[src/rtl/nvsr_pkg.sv]
package nvsr_pkg;

  typedef enum logic [3:0] {
    S_OFF   = 4'd0,  // supply low, access closed
    S_RCLR  = 4'd1,  // restore: clearing array
    S_RCPY  = 4'd2,  // restore: copying shadow in
    S_RUN   = 4'd3,  // open access
    S_DLY   = 4'd4,  // busy-line delay window
    S_ATRY  = 4'd5,  // power-fail save attempt
    S_ERASE = 4'd6,  // save: erasing shadow
    S_PROG  = 4'd7,  // save: programming shadow
    S_WHI   = 4'd8,  // waiting for busy line high
    S_REC   = 4'd9   // recovery after line high
  } nvsr_state_e;

  function automatic int unsigned umax(input int unsigned a, input int unsigned b);
    return (a > b) ? a : b;
  endfunction

endpackage

[src/rtl/nvsr_timer.sv]
module nvsr_timer #(
  parameter int W = 8
) (
  input  logic         clk,
  input  logic         rst_n,
  input  logic         load,
  input  logic [W-1:0] load_val,
  output logic         zero
);

  logic [W-1:0] cnt_q, cnt_d;
  logic         cnt_en;

  assign cnt_en = load | (cnt_q != '0);

  always_comb begin
    if (load) cnt_d = load_val - 1'b1;
    else      cnt_d = cnt_q - 1'b1;
  end

  always_ff @(posedge clk or negedge rst_n) begin
    if (!rst_n)      cnt_q <= '0;
    else if (cnt_en) cnt_q <= cnt_d;
  end

  assign zero = (cnt_q == '0);

endmodule

[src/rtl/nvsr_hold_det.sv]
module nvsr_hold_det #(
  parameter int HOLD_CYC = 25
) (
  input  logic clk,
  input  logic rst_n,
  input  logic en,
  input  logic line_in,
  output logic req
);

  localparam int HW = $clog2(HOLD_CYC + 1);
  localparam logic [HW-1:0] LAST = HW'(HOLD_CYC - 1);

  logic [HW-1:0] cnt_q, cnt_d;
  logic          low_seen;

  assign low_seen = en & ~line_in;

  always_comb begin
    if (!low_seen)          cnt_d = '0;
    else if (cnt_q == LAST) cnt_d = cnt_q;
    else                    cnt_d = cnt_q + 1'b1;
  end

  always_ff @(posedge clk or negedge rst_n) begin
    if (!rst_n) cnt_q <= '0;
    else        cnt_q <= cnt_d;
  end

  assign req = low_seen & (cnt_q == LAST);

  generate
    if (HOLD_CYC > 1) begin : g_chk
      AST_HOLD_LINE_LOW: assert property (@(posedge clk) disable iff (!rst_n)
        req |-> $past(low_seen)) else $error("hold request without prior low");
    end
  endgenerate

endmodule

[src/rtl/nvsr_seq.sv]
module nvsr_seq
  import nvsr_pkg::*;
#(
  parameter int CLR_CYC    = 16,
  parameter int PUP_CYC    = 55000,
  parameter int SWR_CYC    = 2000,
  parameter int ERASE_CYC  = 500000,
  parameter int PROG_CYC   = 500000,
  parameter int ASSERT_CYC = 25,
  parameter int DLY_CYC    = 100,
  parameter int REC_CYC    = 70
) (
  input  logic clk,
  input  logic rst_n,
  input  logic pwr_ok,
  input  logic sw_store_req,
  input  logic sw_recall_req,
  input  logic wr_strobe,
  input  logic acc_evt,
  input  logic busy_in,
  output logic busy_drive_lo,
  output logic inhibit,
  output logic wr_block,
  output logic clr_pulse,
  output logic copy_pulse,
  output logic save_strobe
);

  localparam int unsigned MAX_CYC = umax(umax(umax(CLR_CYC, PUP_CYC), umax(SWR_CYC, ERASE_CYC)),
                                         umax(umax(PROG_CYC, DLY_CYC), REC_CYC));
  localparam int CNT_W = $clog2(MAX_CYC + 1);

  nvsr_state_e    state_q, state_d;
  logic           pup_q, pup_d;
  logic           dirty_q, dirty_d;
  logic           clr_q, cpy_q, stb_q;
  logic           clr_d, cpy_d, stb_d;
  logic           tmr_load, tmr_zero;
  logic [CNT_W-1:0] tmr_val;
  logic           ext_req;
  logic           run_open;

  assign run_open = (state_q == S_RUN);

  nvsr_hold_det #(.HOLD_CYC(ASSERT_CYC)) u_hold (
    .clk     (clk),
    .rst_n   (rst_n),
    .en      (run_open),
    .line_in (busy_in),
    .req     (ext_req)
  );

  nvsr_timer #(.W(CNT_W)) u_tmr (
    .clk      (clk),
    .rst_n    (rst_n),
    .load     (tmr_load),
    .load_val (tmr_val),
    .zero     (tmr_zero)
  );

  // next state
  always_comb begin
    state_d = state_q;
    pup_d   = pup_q;
    unique case (state_q)
      S_OFF: begin
        if (pwr_ok) begin
          state_d = S_RCLR;
          pup_d   = 1'b1;
        end
      end
      S_RCLR: begin
        if (!pwr_ok)       state_d = S_OFF;
        else if (tmr_zero) state_d = S_RCPY;
      end
      S_RCPY: begin
        if (!pwr_ok)       state_d = S_OFF;
        else if (tmr_zero) state_d = S_RUN;
      end
      S_RUN: begin
        if (!pwr_ok)            state_d = dirty_q ? S_ATRY : S_OFF;
        else if (sw_store_req)  state_d = S_ERASE;
        else if (sw_recall_req) begin
          state_d = S_RCLR;
          pup_d   = 1'b0;
        end
        else if (ext_req)       state_d = S_DLY;
      end
      S_DLY: begin
        if (!pwr_ok)                   state_d = dirty_q ? S_ATRY : S_OFF;
        else if (tmr_zero || acc_evt)  state_d = dirty_q ? S_ERASE : S_WHI;
      end
      S_ATRY:  state_d = busy_in ? S_OFF : S_ERASE;
      S_ERASE: if (tmr_zero) state_d = S_PROG;
      S_PROG:  if (tmr_zero) state_d = pwr_ok ? S_WHI : S_OFF;
      S_WHI: begin
        if (!pwr_ok)      state_d = S_OFF;
        else if (busy_in) state_d = S_REC;
      end
      S_REC: begin
        if (!pwr_ok)       state_d = S_OFF;
        else if (tmr_zero) state_d = S_RUN;
      end
      default: state_d = S_OFF;
    endcase
  end

  // phase duration for the state being entered
  always_comb begin
    unique case (state_d)
      S_RCLR:  tmr_val = CNT_W'(CLR_CYC);
      S_RCPY:  tmr_val = pup_d ? CNT_W'(PUP_CYC) : CNT_W'(SWR_CYC);
      S_DLY:   tmr_val = CNT_W'(DLY_CYC);
      S_ERASE: tmr_val = CNT_W'(ERASE_CYC);
      S_PROG:  tmr_val = CNT_W'(PROG_CYC);
      S_REC:   tmr_val = CNT_W'(REC_CYC);
      default: tmr_val = CNT_W'(1);
    endcase
  end

  assign tmr_load = (state_d != state_q);

  always_comb begin
    dirty_d = dirty_q;
    if (state_q == S_PROG && tmr_zero) dirty_d = 1'b0;
    else if (run_open && wr_strobe)    dirty_d = 1'b1;
  end

  assign clr_d = (state_d == S_RCLR) && (state_q != S_RCLR);
  assign cpy_d = (state_d == S_RCPY) && (state_q != S_RCPY);
  assign stb_d = (state_d == S_PROG) && (state_q != S_PROG);

  always_ff @(posedge clk or negedge rst_n) begin
    if (!rst_n) begin
      state_q <= S_OFF;
      pup_q   <= 1'b1;
      dirty_q <= 1'b0;
      clr_q   <= 1'b0;
      cpy_q   <= 1'b0;
      stb_q   <= 1'b0;
    end else begin
      state_q <= state_d;
      pup_q   <= pup_d;
      dirty_q <= dirty_d;
      clr_q   <= clr_d;
      cpy_q   <= cpy_d;
      stb_q   <= stb_d;
    end
  end

  assign inhibit       = ~(run_open | (state_q == S_DLY));
  assign wr_block      = ~run_open;
  assign busy_drive_lo = (state_q == S_ATRY) | (state_q == S_ERASE) | (state_q == S_PROG);
  assign clr_pulse     = clr_q;
  assign copy_pulse    = cpy_q;
  assign save_strobe   = stb_q;

  AST_SAVE_CLOSES_ACCESS: assert property (@(posedge clk) disable iff (!rst_n)
    busy_drive_lo |-> inhibit) else $error("save while access open");

  AST_COPY_AFTER_CLEAR: assert property (@(posedge clk) disable iff (!rst_n)
    copy_pulse |-> (state_q == S_RCPY) && ($past(state_q) == S_RCLR)) else $error("copy without clear");

  AST_WINDOW_NEEDS_POWER: assert property (@(posedge clk) disable iff (!rst_n)
    (state_q == S_DLY) |-> $past(pwr_ok)) else $error("external save accepted on low power");

  AST_DIRTY_CLEARED: assert property (@(posedge clk) disable iff (!rst_n)
    (state_q == S_PROG && tmr_zero) |=> !dirty_q) else $error("pending write survived save");

  AST_BLOCKED_WRITE_DROPPED: assert property (@(posedge clk) disable iff (!rst_n)
    wr_block |=> !$rose(dirty_q)) else $error("blocked write counted");

  AST_ABANDON_ATTEMPT: assert property (@(posedge clk) disable iff (!rst_n)
    (state_q == S_ATRY && busy_in) |=> !busy_drive_lo && !save_strobe) else $error("attempt not abandoned");

endmodule

[config.mk]
export PLATFORM = sky130hd
export DESIGN_NAME = nvsr_seq
export DESIGN_NICKNAME = d
export VERILOG_FILES = /design/src/rtl/nvsr_pkg.sv /design/src/rtl/nvsr_timer.sv /design/src/rtl/nvsr_hold_det.sv /design/src/rtl/nvsr_seq.sv
export SDC_FILE = /design/constraint.sdc
export NUM_CORES = 1
export LEC_CHECK = 0
export BUFFER_PORTS_ARGS = -buffer_cell sky130_fd_sc_hd__buf_2
export CAP_MARGIN = 20
export CORE_AREA = 4 4 78 80
export DETAILED_ROUTE_END_ITERATION = 16
export DIE_AREA = 0 0 82 84
export SLEW_MARGIN = 20
export SYNTH_ARGS = -nofsm -noshare
export SYNTH_HDL_FRONTEND = slang
export SYNTH_SLANG_ARGS = --single-unit
[constraint.sdc]
create_clock -name clk -period 5.79 [get_ports clk]
set_input_delay 0.8685 -clock clk [delete_from_list [all_inputs] [get_ports clk]]
set_output_delay 0.8685 -clock clk [all_outputs]
set_load 0.02 [all_outputs]
==> results of run 1 <==
## registers in the layout, summed over array words and instances, names as in the netlist
signal / cells
u_tmr.cnt_q: 19
u_hold.cnt_q: 5
state_q: 4
clr_pulse: 1
copy_pulse: 1
dirty_q: 1
pup_q: 1
save_strobe: 1
## where the power goes
group          leakage [nW]  switching (mW)  internal [mW]
clock                0.0687          0.0943          0.173
sequential            0.424          0.0582          0.289
combinational         0.594           0.226          0.166
total                  1.09           0.379          0.629
## Yosys cell counts (5+ instances only)
cell type	n
clkbuf_1	9
nand2_1	27
nor4_1	6
o21ai_0	12
dfrtp_1	32
nand4_1	5
a21oi_1	23
or3_1	5
xnor2_1	10
nand3_1	9
nor3_1	7
inv_1	9
nand2b_1	6
a31oi_1	6
nor2_1	41
xor2_1	7
## final cells by class
| type | instances | share of cell area [%] |
|---|---|---|
| clock buffers | 5 | 2.618 |
| clock inverters | 3 | 2.618 |
| inverters | 9 | 1.285 |
| multi-input cells | 230 | 54.40 |
| flip-flops and latches | 33 | 31.46 |
| well taps | 72 | 3.427 |
| repair buffers | 19 | 4.188 |
## critical path, cell delays in order, from the launching register on
cell	delay [ns]
dfrtp_1	0.41
nor4_1	0.44
nand2_1	0.39
or2_0	0.39
buf_4	0.21
o21a_1	0.24
a21oi_1	0.28
xnor2_1	0.32
nor2_2	0.16
a21boi_0	0.29
ha_1	0.34
nand2_1	0.12
or3_1	0.35
or3_1	0.34
mux2_2	0.37
or4_1	0.41
a32oi_1	0.20
## through the flow
| stage | cells | util (%) | total power, mW |
|---|---|---|---|
| 2_1_floorplan | 284 | - | 0.6442 |
| 3_3_place_gp | 363 | 46.09 | 0.7388 |
| 3_5_place_dp | 363 | 46.09 | 0.7388 |
| 4_1_cts | 371 | 48.63 | 1.012 |
| 5_1_grt | 371 | 48.63 | 1.086 |
| 6_report | 371 | 48.63 | 1.008 |
## kinds of logic after synthesis
| logic type | synth area share [%] |
|---|---|
| DFF | 35.37 |
| buffers and inverters | 3.477 |
| muxes | 0.9630 |
| xor gates and xnor gates | 6.367 |
| AOI/OAI and AO/OA | 20.87 |
| and+or+nand+nor | 31.35 |
| adders and majority gates | 1.605 |
## layer usage
layer | global-route usage (%) | wire (um)
met4 | 4.532 | 38
met5 | 0 | 0
met2 | 29.24 | 2893
met1 | 26.81 | 2826
met3 | 3.564 | 328
## path summary, 6_finish.rpt
kind	start	end	slack, ns	cells past startpoint
max	u_tmr.cnt_q[13]$_DFFE_PN0P_	u_tmr.cnt_q[18]$_DFFE_PN0P_	0.42	16
min	u_hold.cnt_q[4]$_DFFE_PN0N_	u_hold.cnt_q[4]$_DFFE_PN0N_	0.55	2
max reg2reg	u_tmr.cnt_q[13]$_DFFE_PN0P_	u_tmr.cnt_q[18]$_DFFE_PN0P_	0.42	16
min reg2reg	u_hold.cnt_q[4]$_DFFE_PN0N_	u_hold.cnt_q[4]$_DFFE_PN0N_	0.55	2
max in group asynchronous	rst_n	u_tmr.cnt_q[0]$_DFFE_PN0P_	4.65	1
min in group asynchronous	rst_n	u_hold.cnt_q[4]$_DFFE_PN0N_	0.65	1
==> impl_metrics.yaml, run 1 <==
die:
  die-area_mm2: 0.006888
  io_pins: 14
  fp-row-count: 27
  die_w_um: 82
  die_h_um: 84
  core_mm2: 0.005405
  start_util_pct: 43.26
clocking:
  clkSlewWorstSetupHoldPaths_ns: 0.08
  cts_setup_buffers: 0
  clock-root-buffer: "clkbuf_8"
  postCtsResizedCells: 0
  cts_made_buffers: 5
  clkSinkCount: 33
  htreeDepth: 2
  postCtsHoldBufs: 0
  clk_latency_ns: 0.29
  tritoncts: "built"
  clockBufferDepth: 2
timing:
  clock.fmax_ghz: 0.1864
  hold_violations: 0
  setup_viol: 0
  tightest_slew_ns: 0.7673
  min_period_ns: 5.366
  worst_hold_slack_ns: 0.5478
  fin_ws_ns: 0.4238
  slew_viol_final: 0
  min_period_over_period_pct: 92.68
  tns_ns: 0
  fin_skew_ns: 0.008264
  max-slew-margin-rel_pct: 48.85
  grt_setup_unrepaired: "false"
routing:
  vias: 2163
  drc: 0
  wl_um: 6086
  wl_per_cell_um: 16.40
  drt_iter0_drc: 115
  postRouteAntennaNets: 0
  vias_per_cell: 5.830
  drtPass1Iterations: 4
logic_synthesis:
  synthCells: 284
  yosysTopAreaCell: "dfrtp_1"
  seq_area_frac_synth_pct: 35.37
  synth_area_mm2: 0.002338
  ys_warn_count: 0
  ys.flop_type: "dfrtp_1"
  synth_area_leaders: "dfrtp_1 34%, nor2_1 6.6%, a21oi_1 4.9%"
  syn_area_per_cell_um2: 8.234
  ys_ff_latch: 33
  synthArstFlopShare_pct: 100.0
  synth_cell_types: 59
  synth_fp_nets: 295
  synth_top_area_share_pct: 34.24
  synth_edf_count: 0
final_layout:
  post-route-cell-area_mm2: 0.002629
  layout_common_cells: "41 x nor2_1, 32 x dfrtp_1, 27 x nand2_1"
  drive_gt1_share_pct: 13.38
  mostFrequentLayoutCell: "nor2_1"
  antenna_cells: 0
  nets: 309
  multiInputGateArea_mm2: 0.001430
  ff_latch_area_um2: 827.0
  num-fill-cells: 530
  area_growth_pct: 12.41
setup_path:
  worstPathMaxFanout: 12
  worstSetupEndpointType: "register"
  critPathArrivalTime_ns: 5.57
  start_kind: "register"
  critPathRequiredTime_ns: 5.99
  path_class: "register to register"
power_and_ir_drop:
  cellPowerDensity_mw_per_mm2: 383.4
  p_leak_nw: 1.086
  vdd_drop_max_mv: 0.1938
worst_hold_path:
  hold_path_class: "register to register"
place:
  dpl.hpwl_um: 4433
  dpl_worst_slack_ns: 0.3570
  placedInstanceArea_mm2: 0.002491
  portBuffers: 13
  gp_congestion: 0.9288
global_routing:
  grt_max_degree: 34
  gr-total-overflow: 0
  grt_pass1_wl_um: 10330
  antenna_found_initial: 0
  grt_pass1_vias: 2131
  track_usage_pct: 18.88
status:
  status: "finished, final reports clean"
flow_run:
  maxCapViolations: 0
(Power assumes the default switching activity.)
==> inputs of run 2 (changes only) <==
--- a/config.mk
+++ b/config.mk
@@ -7,10 +7,11 @@
 export LEC_CHECK = 0
 export BUFFER_PORTS_ARGS = -buffer_cell sky130_fd_sc_hd__buf_2
 export CAP_MARGIN = 20
-export CORE_AREA = 4 4 78 80
+export CORE_AREA = 4 4 82 84
 export DETAILED_ROUTE_END_ITERATION = 16
-export DIE_AREA = 0 0 82 84
+export DIE_AREA = 0 0 86 88
 export SLEW_MARGIN = 20
 export SYNTH_ARGS = -nofsm -noshare
 export SYNTH_HDL_FRONTEND = slang
+export SYNTH_HIERARCHICAL = 1
 export SYNTH_SLANG_ARGS = --single-unit
==> impl_metrics.yaml, run 2 <==
timing:
  fin_skew_ns: 0.004682
  min_period_over_period_pct: 88.76
  max-slew-margin-rel_pct: 37.97
  fin_ws_ns: 0.6509
  worst_hold_slack_ns: 0.5799
  min_period_ns: 5.139
  tns_ns: 0
  tightest_slew_ns: 0.9304
  hold_violations: 0
  slew_viol_final: 0
  setup_viol: 0
  grt_setup_unrepaired: "false"
  clock.fmax_ghz: 0.1946
final_layout:
  largest_register_ffs: 19
  final_util_pct: 48.12
  reg_top3: "u_tmr/cnt_q x19, u_hold/cnt_q x5, state_q x4"
  nets: 309
  antenna_cells: 0
  regMostFlops: "u_tmr/cnt_q"
  drive_gt1_share_pct: 17.39
  mostFrequentLayoutCell: "dfrtp_1"
  area_growth_pct: 8.017
  post-route-cell-area_mm2: 0.002849
  layout_common_cells: "32 x dfrtp_1, 31 x nor2_1, 16 x xor2_1"
  finalNonFillerCells: 374
setup_path:
  critPathRequiredTime_ns: 6.00
  path_common_cell: "xor2_1"
  start_kind: "register"
  crit_slowest_cell: "or4b_4"
  path_class: "register to register"
  worstPathMaxFanout: 47
  r2r_cells: 14
  cp_cell_sequence: "or4_4 -> or3_4 -> nor3_4 -> o22ai_1 -> a221o_1 -> a221oi_4 -> xor2_1 -> nand4_1 -> buf_4 -> or4b_4 -> o22a_4 -> a211oi_1 -> xor2_1 -> o2bb2ai_2"
  slowest_delay_ns: 0.54
  critPathArrivalTime_ns: 5.35
  worstSetupEndpointType: "register"
clocking:
  clock-root-buffer: "clkbuf_8"
  clkSinkCount: 33
  cts_setup_buffers: 0
  postCtsResizedCells: 0
  htreeDepth: 2
  cts_made_buffers: 5
  tritoncts: "built"
  clockBufferDepth: 2
  postCtsHoldBufs: 0
  clk_latency_ns: 0.28
  clkSlewWorstSetupHoldPaths_ns: 0.07
place:
  dpl_worst_slack_ns: 0.7001
  gp_congestion: 0.7937
  dp_cells: 366
  dpl.hpwl_um: 4155
  placedInstanceArea_mm2: 0.002766
  portBuffers: 13
die:
  fp-row-count: 28
  die_w_um: 86
  core_mm2: 0.005921
  die-area_mm2: 0.007568
  die_h_um: 88
  io_pins: 14
  start_util_pct: 44.55
global_routing:
  grt_pass1_vias: 1963
  track_usage_pct: 16.83
  grt_max_degree: 48
  gr-total-overflow: 0
  grt_pass1_wl_um: 10060
  antenna_found_initial: 0
power_and_ir_drop:
  vdd_drop_max_mv: 0.1646
  cellPowerDensity_mw_per_mm2: 333.9
  p_leak_nw: 1.219
  p_total_mw: 0.9513
worst_hold_path:
  min_path_cells: 2
  hold_path_class: "register to register"
routing:
  drc: 0
  vias_per_cell: 5.572
  postRouteAntennaNets: 0
  drt_iter0_drc: 129
  drtPass1Iterations: 5
  wl_per_cell_um: 15.76
  vias: 2084
  wl_um: 5895
logic_synthesis:
  synth_top_family_by_area: "simple AND/OR/NAND/NOR gates"
  synth_xor_area_share_pct: 9.298
  synth_fa_ha_area_share_pct: 1.423
  yosysTopAreaCell: "dfrtp_1"
  seq_area_frac_synth_pct: 31.36
  ys_ff_latch: 33
  ys_top_cells_by_count: "32 x dfrtp_1, 31 x nor2_1, 16 x xor2_1, 14 x nor3_1"
  synthArstFlopShare_pct: 100.0
  synth-compound-area-share_pct: 18.55
  synth_cell_types: 69
  synth_area_leaders: "dfrtp_1 30%, xor2_1 5.3%, mux2i_1 4.9%"
  syn_area_per_cell_um2: 9.287
  ys_warn_count: 6
  synth-simple-area-share_pct: 28.61
  synth_top_area_share_pct: 30.36
  synth_edf_count: 0
  yosys-mux-area-fraction_pct: 5.787
  synth_most_common_cell: "dfrtp_1"
  ys.flop_type: "dfrtp_1"
  synthCells: 284
  synth_area_mm2: 0.002638
status:
  status: "finished, final reports clean"
flow_run:
  maxCapViolations: 0
run 2: cell types whose count changed in the layout (fill, tap and decap cells not counted), moves of 5 or more:
cell / previous run / this run
nor3_1: 7 / 14
xor2_1: 7 / 16
nand3b_1: 0 / 6
nand3_1: 9 / 2
nor2_1: 41 / 31
or3_1: 5 / 0
a21oi_1: 23 / 11
nand2_1: 27 / 13
mux2i_1: 0 / 13
o2bb2ai_1: 1 / 6
run 2: final timing paths:
kind / from / end / slack [ns]
min in group asynchronous: rst_n / u_hold/cnt_q[0]$_DFFE_PN0P_ / 0.65
hold reg to reg: u_hold/cnt_q[4]$_DFFE_PN0P_ / u_hold/cnt_q[4]$_DFFE_PN0P_ / 0.58
hold / removal: u_hold/cnt_q[4]$_DFFE_PN0P_ / u_hold/cnt_q[4]$_DFFE_PN0P_ / 0.58
setup / recovery: u_tmr/cnt_q[9]$_DFFE_PN0P_ / u_tmr/cnt_q[11]$_DFFE_PN0P_ / 0.65
setup reg to reg: u_tmr/cnt_q[9]$_DFFE_PN0P_ / u_tmr/cnt_q[11]$_DFFE_PN0P_ / 0.65
max in group asynchronous: rst_n / dirty_q$_DFFE_PN0P_ / 4.63
run 2: cell type report:
cell class              count  area (um^2)
fillers                   561         3072
well taps                  75        93.84
repair buffers             19        110.1
multi-input cells         228         1694
inverters                  11        41.29
clock buffers               6        72.57
clock inverters             2        10.01
flip-flops and latches     33        827.0
run 2: logic make-up after synthesis:
logic type,after synthesis
AOI/OAI and AO/OA,59
xor gates and xnor gates,28
adders and majority gates,3
buffers and inverters,26
DFF,33
muxes,15
other,1
and+or+nand+nor,119
run 2: layer usage:
layer	track usage (%)	wire length (um)	vias to the layer above	share of wire, %
met5	0	0	-	0
met4	5.036	61	0	1.0
met3	3.293	177	5	3.0
met2	25.72	2619	28	44
met1	24.05	3037	980	52
li1	-	-	1071	-
run 2: power by group:
part           switching, mW  internal [mW]  leakage [nW]
registers             0.0632          0.285         0.437
logic                  0.250          0.184         0.738
clock network         0.0856         0.0833        0.0450
run 2: critical path, delay by kind of cell, from the launching register on:
| kind | cells | cell delay, ns |
|---|---|---|
| simple gates | 5 | 2.08 |
| compound gates | 6 | 1.76 |
| buf+inv | 1 | 0.46 |
| flops | 1 | 0.41 |
| xor+xnor | 2 | 0.34 |
==> inputs of run 3 (changes only) <==
==> constraint.sdc (replaced) <==
create_clock -name clk -period 5.79 [get_ports clk]
set_input_delay 0 -clock clk [delete_from_list [all_inputs] [get_ports clk]]
set_output_delay 0 -clock clk [all_outputs]
set_load 0.02 [all_outputs]
==> impl_metrics.yaml, run 3 (synthesis gave the netlist of run 2 again) <==
global_routing:
  grt_max_degree: 48
  grt_pass1_vias: 1970
  antenna_found_initial: 0
  track_usage_pct: 16.95
  grt_pass1_wl_um: 10120
  gr-total-overflow: 0
final_layout:
  antenna_cells: 0
  regMostFlops: "u_tmr/cnt_q"
  layout_common_cells: "32 x dfrtp_1, 31 x nor2_1, 16 x xor2_1"
  num-fill-cells: 559
  nets: 311
  drive_gt1_share_pct: 17.28
  mostFrequentLayoutCell: "dfrtp_1"
  finalNonFillerCells: 376
  reg_top3: "u_tmr/cnt_q x19, u_hold/cnt_q x5, state_q x4"
  area_growth_pct: 8.776
  largest_register_ffs: 19
setup_path:
  path_class: "register to register"
  r2r_start: "u_tmr/cnt_q[9]$_DFFE_PN0P_"
  reg2reg_slack_ns: 0.66
  start_kind: "register"
  critPathRequiredTime_ns: 6.00
  rr_endpoint: "u_tmr/cnt_q[11]$_DFFE_PN0P_"
  worstSetupEndpointType: "register"
  critPathArrivalTime_ns: 5.35
  worstPathMaxFanout: 47
  r2r_cells: 14
timing:
  hold_violations: 0
  slew_viol_final: 0
  clock.fmax_ghz: 0.1948
  setup_viol: 0
  tightest_slew_ns: 0.9252
  max-slew-margin-rel_pct: 38.32
  fin_skew_ns: 0.005154
  grt_setup_unrepaired: "false"
  tns_ns: 0
  min_period_ns: 5.134
  min_period_over_period_pct: 88.67
routing:
  drtPass1Iterations: 4
  wl_um: 5943
  vias: 2106
  drt_iter0_drc: 151
  wl_per_cell_um: 15.81
  vias_per_cell: 5.601
  postRouteAntennaNets: 0
  drc: 0
place:
  gp_congestion: 0.7937
  portBuffers: 13
  dpl.hpwl_um: 4155
  dp_cells: 366
clocking:
  cts_made_buffers: 5
  clockBufferDepth: 2
  tritoncts: "built"
  clkSinkCount: 33
  htreeDepth: 2
  clk_latency_ns: 0.28
  clkSlewWorstSetupHoldPaths_ns: 0.07
  clock-root-buffer: "clkbuf_8"
worst_hold_path:
  min_path_cells: 2
  min_from: "busy_in"
  hold_path_end: "u_hold/cnt_q[2]$_DFFE_PN0P_"
  hold_path_class: "primary input to register"
power_and_ir_drop:
  vdd_drop_max_mv: 0.1647
  cellPowerDensity_mw_per_mm2: 332.3
  p_leak_nw: 1.228
flow_run:
  maxCapViolations: 0
die:
  die-area_mm2: 0.007568
  start_util_pct: 44.55
  fp-row-count: 28
  die_h_um: 88
  io_pins: 14
  core_mm2: 0.005921
  die_w_um: 86
status:
  status: "finished, final reports clean"
==> run 3: cell type report <==
type | count | area (um^2) | share of cell area (%)
clock inverters | 2 | 10.01 | 0.3489
inverters | 11 | 41.29 | 1.439
flip-flops and latches | 33 | 827.0 | 28.83
clock buffers | 6 | 72.57 | 2.529
multi-input cells | 228 | 1694 | 59.05
repair buffers | 21 | 130.1 | 4.536
well taps | 75 | 93.84 | 3.271
==> run 3: worst max path at each step <==
stage / start / endpoint / slack [ns]
5_1_grt: u_tmr/cnt_q[9]$_DFFE_PN0P_ / u_tmr/cnt_q[17]$_DFFE_PN0P_ / 0.39
2_1_floorplan: u_tmr/cnt_q[9]$_DFFE_PN0P_ / u_tmr/cnt_q[16]$_DFFE_PN0P_ / 0.46
3_3_place_gp: u_tmr/cnt_q[10]$_DFFE_PN0P_ / u_tmr/cnt_q[14]$_DFFE_PN0P_ / 0.81
6_report: u_tmr/cnt_q[9]$_DFFE_PN0P_ / u_tmr/cnt_q[11]$_DFFE_PN0P_ / 0.66
3_5_place_dp: u_tmr/cnt_q[10]$_DFFE_PN0P_ / u_tmr/cnt_q[15]$_DFFE_PN0P_ / 0.70
4_1_cts: u_tmr/cnt_q[10]$_DFFE_PN0P_ / u_tmr/cnt_q[11]$_DFFE_PN0P_ / 0.68
==> run 3: routing by layer <==
layer	GRT usage (%)	routed length, um
met1	24.16	3065
met2	26.00	2657
met3	3.293	158
met4	5.036	61
met5	0	0
==> run 3: through the flow <==
step	hold WS (ns)	setup WS, ns	total power, mW	cell area [um^2]	utilization (%)
after floorplan	-0.2956	0.4630	0.7013	2649	-
final	0.01597	0.6558	0.9533	2869	48.46
after detailed placement	0.1317	0.7001	0.7853	2766	46.72
after CTS	0.004463	0.6779	0.9614	2869	48.46
after global routing	0.05102	0.3878	1.027	2869	48.46
after global placement	0.1339	0.8125	0.7809	2766	46.72
==> run 3: repair_timing <==
action,in CTS,in global routing
endpoints found under the setup margin,0,0
hold endpoints to repair,33,0
gates resized for setup,0,0
setup buffers,0,0
hold buffers,2,0
==> run 3: critical path, stage by stage, from the launching register on <==
cell	delay [ns]
dfrtp_1	0.41
or4_4	0.53
or3_4	0.38
nor3_4	0.43
o22ai_1	0.13
a221o_1	0.38
a221oi_4	0.52
xor2_1	0.13
nand4_1	0.20
buf_4	0.47
or4b_4	0.54
o22a_4	0.27
a211oi_1	0.35
xor2_1	0.21
o2bb2ai_2	0.11
==> run 3: power breakdown <==
group          internal [mW]  leakage [nW]  switching (mW)
logic                  0.185         0.746           0.251
registers              0.285         0.437          0.0633
clock network         0.0833        0.0450          0.0856
